### config.mk
export PLATFORM = sky130hd
export DESIGN_NAME = gwe_phase_gen
export DESIGN_NICKNAME = d
export VERILOG_FILES = /design/src/rtl/gwe_phase_gen.sv
export SDC_FILE = /design/constraint.sdc
export NUM_CORES = 1
export LEC_CHECK = 0
export BUFFER_PORTS_ARGS = -buffer_cell sky130_fd_sc_hd__clkbuf_2
export CORE_AREA = 2 2 39 41
export CTS_BUF_LIST = sky130_fd_sc_hd__clkbuf_4
export DETAILED_ROUTE_END_ITERATION = 7
export DIE_AREA = 0 0 41 43
export GPL_ROUTABILITY_DRIVEN = 0
export PLACE_DENSITY = 0.33
export SYNTH_ARGS = -nofsm -noshare
export SYNTH_HDL_FRONTEND = slang
export SYNTH_SLANG_ARGS = --single-unit
### constraint.sdc
create_clock -name clk -period 1.32 [get_ports clk]
set_clock_uncertainty 0.1 [all_clocks]
set_input_delay 0.264 -clock clk [delete_from_list [all_inputs] [get_ports clk]]
set_output_delay 0.264 -clock clk [all_outputs]
set_load 0.05 [all_outputs]
### src/rtl/gwe_phase_gen.sv
module gwe_phase_gen #(
  parameter int PW = 2
) (
  input  logic          clk,
  input  logic          rst,
  input  logic          single_step,
  input  logic          step_req,
  output logic [PW-1:0] phase,
  output logic          gwe,
  output logic          store_stb,
  output logic          fetch_stb,
  output logic          load_stb
);
  localparam logic [PW-1:0] PH_STORE = PW'(0);
  localparam logic [PW-1:0] PH_FETCH = PW'(1);
  localparam logic [PW-1:0] PH_LAST  = PW'((1 << PW) - 1);

  logic          req_q;
  logic          launch;
  logic          live;
  logic [PW-1:0] ph_q;

  assign launch = step_req & ~req_q;
  assign live   = ~rst & ((ph_q != PH_STORE) | ~single_step | launch);

  always_ff @(posedge clk) begin
    if (rst) begin
      ph_q  <= PH_STORE;
      req_q <= 1'b0;
    end else begin
      req_q <= step_req;
      if (live) ph_q <= ph_q + PW'(1);
    end
  end

  assign phase     = ph_q;
  assign store_stb = live & (ph_q == PH_STORE);
  assign fetch_stb = ~rst & (ph_q == PH_FETCH);
  assign load_stb  = ~rst & (ph_q == PH_LAST);
  assign gwe       = ~rst & (ph_q == PH_LAST);
endmodule


* Word level (Yosys, flattened, before mapping)
Cells that the tools add are included.
** Operators by class
- $add $sub $neg :: 1
- Bitwise gates (word level) :: 10
- Equality and inequality tests :: 2
- Reduce and logical (&&, ||, !) cells :: 2
** Operators with widths (count)
- $and A1 B1 Y1 :: 5
- $not A1 Y1 :: 3
- $add A2 B1 Y2 const B :: 1
- $eq A2 B1 Y1 const B :: 1
- $eq A2 B2 Y1 const B :: 1
- $logic_not A2 Y1 :: 1
- $or A1 B1 Y1 :: 2
- $reduce_bool A2 Y1 :: 1
** Word-level totals
- Output and inout bits :: 6
- Register bits after elaboration :: 3
- Bits of input ports :: 4

* Logic depth before layout (Yosys ltp)
- Depth after elaboration :: 5
- Mapped depth :: 5
- Depth with buffers taken out :: 5

* Least setup slack after synthesis
No wires, ideal clock.
- Kind :: register to output
- Start :: register ph_q[0], in the netlist phase[0]
- End :: output store_stb
- Path buffers :: 0
- Stages on the path, launching flop included :: 6
- Arrival time :: 2.292 ns
- Path slack :: -1.336 ns
- Path through :: dfxtp_1 > inv_1 > ha_1 > nand2_2 > a21oi_4 > nor3b_1
** On the way
- Cells in the longest elaborated chain, start to end :: 5
- Elaborated cells between the ends (all ways) :: 6
- Classes of those cells :: bitwise: 4; reduce/logical: 2
** Ends and longest elaborated chain
- from (decl) :: line 21 : logic [PW-1:0] ph_q;
- from (signal assigned) :: line 32 : if (live) ph_q <= ph_q + PW'(1);
- $reduce_bool A2 Y1 :: line 24 : assign live = ~rst & ((ph_q != PH_STORE) | ~single_step | launch);
- $or A1 B1 Y1 (2 in series) :: line 24
- $and A1 B1 Y1 :: line 24
- $and A1 B1 Y1 (*) :: line 37 : assign store_stb = live & (ph_q == PH_STORE);
- to (decl) :: line 10 : output logic store_stb,
Mark *: on every way between the ends. The rest lies on a longest branch, timed or not.

* Worst setup path in the final report
Same ends and word-level chain as after synthesis.

==> key figures <==
Synth
  • Yosys reg bits: 3
  • Warnings from Yosys: 0
  • Synthesized cell area: 210 um2
  • Share of the synthesized area in the top cell type: 0.286
  • Post-synthesis cell type with the largest combined area: dfxtp_1
  • Post-synthesis sequential area ratio: 0.286
  • Top cells by area, synth: dfxtp_1 29%, ha_1 18%, nor2b_1 8.9%
  • Syn_area_per_cell: 9.55 um2
  • Post-Syn Nets: 29
  • Distinct cells, synth: 12
  • Cells after Synth: 22

Power and ir drop
  • Pwr/cell area: 1420 mW/mm2
  • Worst VDD drop: 0.388 mV
  • Leakage: 0.204 nW

Placed design
  • HPWL Detailed: 375 um
  • Port buffer count: 9
  • Post-Place Cell Area: 364 um2
  • Dpl cells: 50

Cells and area
  • N_diodes: 0
  • Post-route cell area: 453 um2
  • Share of cells above drive strength 1: 0.750
  • Synthesis-to-finish area growth: 115%
  • Finished Layout Cells: 56
  • NumNets Final: 48
  • Utilization after layout: 0.327

Job
  • Max-cap violation count: 0

Global route
  • Overflow after GRT: 0
  • Combined global-route utilization of all metal layers: 0.0762
  • Vias in the first global route: 212
  • Antenna violations before repair: 0
  • Largest net degree at the start of global routing: 9
  • Global-route wire length before repair: 834 um

Setup path
  • Critical Path Fanout Max: 2
  • CP Class: flip-flop to output pin
  • Worst Setup SP: phase[0]
  • Required time of the worst setup path: 0.96 ns
  • Delay of the slowest critical-path stage: 0.35 ns
  • Crit path cell chain: inv_4 -> ha_4 -> nand2_4 -> a21oi_4 -> nor3b_4 -> buf_12
  • Arr. time, crit path: 1.25 ns
  • Critical Path Sink Type: output pin
  • Worst reg2reg startpoint: phase[0]
  • CP bufs+invs: 2
  • Startpoint Class: flip-flop
  • CP delay by family, top: flip-flops
  • Critical-path cell with the highest stage delay: dfxtp_4

Floorplanning
  • Die area: 0.00176 mm2
  • Core area: 0.00138 mm2
  • Core Rows: 14
  • Die width: 41 um
  • # IOs: 10
  • Die height: 43 um
  • Starting density of the core: 0.152

STA
  • Setup TNS: -1.17 ns
  • Period utilization: 1.22
  • Worst hold margin: 0.196 ns
  • Tightest Pin Transition: 0.258 ns
  • Max Clk Rate: 621 MHz
  • Period minus WS final: 1.61 ns
  • Final hold violations: 0
  • RSZ-0062 raised after global routing: true
  • Setup ws final: -0.290 ns
  • Final Slew Violations: 0
  • Setup violators final: 6
  • Slew headroom: 0.828

Clock network
  • CTS tree: yes
  • Root Driver: clkbuf_4
  • Worst skew pair latency: 0.23 ns
  • Num CTS Buffers: 3
  • Sink Count: 3
  • Worst-path clk slew: 0.04 ns
  • Clock Path Buffers: 2
  • Hold Buf Count CTS: 0
  • Max H-tree Level: 1

Hold path
  • Worst hold path class: input pin to flip-flop
  • Hold Startpoint: step_req

Route
  • Post-route DRC violation count: 0
  • ANT nets after route: 0
  • WL per Instance: 8.89 um
  • 1st-pass router iterations: 1
  • Vias per inst: 3.57
  • Drt total wl: 498 um
  • Iteration-0 DRC Markers: 0
  • Detailed-route via count: 200

Outcome
  • Failing checks: negative setup slack
  • Status: finished, violations left
==> synthesized netlist by cell type (all sizes together) <==
master,count
dfxtp,3
ha,3
inv,3
nor2b,3
nand2b,2
nor2,2
a21oi,1
buf,1
mux2,1
mux2i,1
nand2,1
nor3b,1
==> cells by family (layout without fill, tap and decap cells) <==
| kind of cell | count (synthesis) | in the layout | share of synthesized area |
|---|---|---|---|
| and+or+nand+nor | 9 | 9 | 0.250 |
| adders and majority gates | 3 | 3 | 0.179 |
| AOI/OAI and AO/OA | 1 | 1 | 0.0774 |
| muxes | 2 | 2 | 0.119 |
| buffers and inverters | 4 | 22 | 0.0893 |
| DFF | 3 | 3 | 0.286 |
==> final timing paths <==
| path | to | slack (ns) | cells past startpoint |
|---|---|---|---|
| max | store_stb | -0.29 | 6 |
| min | req_q | 0.20 | 2 |
| max reg2reg | phase[0] | -0.13 | 7 |
| min reg2reg | phase[1] | 0.54 | 3 |
==> power by group <==
group / leakage (nW) / total, mW / switching [mW] / internal [mW]
sequential: 0.0262 / 0.123 / 0.0131 / 0.110
clock: 0.0184 / 0.186 / 0.0515 / 0.134
combinational: 0.160 / 0.336 / 0.172 / 0.164
total: 0.204 / 0.645 / 0.237 / 0.408
==> sequential cells by signal, summed over array words and instances, names as in the netlist <==
| register | count |
|---|---|
| req_q | 1 |
| phase | 2 |
==> per-stage QoR <==
stage	setup slack [ns]	total power, mW
after floorplan	-0.322	0.324
after global placement	-0.0808	0.421
after detailed placement	-0.0905	0.421
after CTS	-0.303	0.645
after global routing	-0.354	0.691
final	-0.290	0.645
==> metal layers <==
layer  up-vias  share of wire  global-route usage
li1        102              -                   -
met4         0              0              0.0400
met2         5           0.53               0.109
met1        93           0.38              0.0737
met5         -              0                   0
met3         0          0.084              0.0628
==> final cells by class <==
type / count / area, um2
well taps: 16 / 20.0
repair buffers: 15 / 144
clock buffers: 4 / 30.0
inverters: 3 / 16.3
fillers: 148 / 931
multi-input cells: 15 / 175
flip-flops and latches: 3 / 67.6
==> placed cells by master (no fill, tap or decap) <==
| cell type | count |
|---|---|
| a21oi_4 | 1 |
| buf_12 | 1 |
| buf_4 | 6 |
| buf_6 | 1 |
| buf_8 | 3 |
| clkbuf_2 | 3 |
| clkbuf_4 | 5 |
| dfxtp_1 | 1 |
| dfxtp_4 | 2 |
| ha_1 | 2 |
| ha_4 | 1 |
| inv_1 | 1 |
| inv_4 | 2 |
| mux2_4 | 1 |
| mux2i_1 | 1 |
| nand2_4 | 1 |
| nand2b_1 | 2 |
| nor2_1 | 2 |
| nor2b_1 | 1 |
| nor2b_4 | 2 |
| nor3b_4 | 1 |
==> what timing repair did <==
item	in CTS	in global routing
pin swaps	3	0
gates resized for setup	9	5
gates cloned	0	0
buffers inserted	1	1
hold endpoints to repair	0	0
setup endpoints to repair	6	7
(Power assumes the default switching activity.)
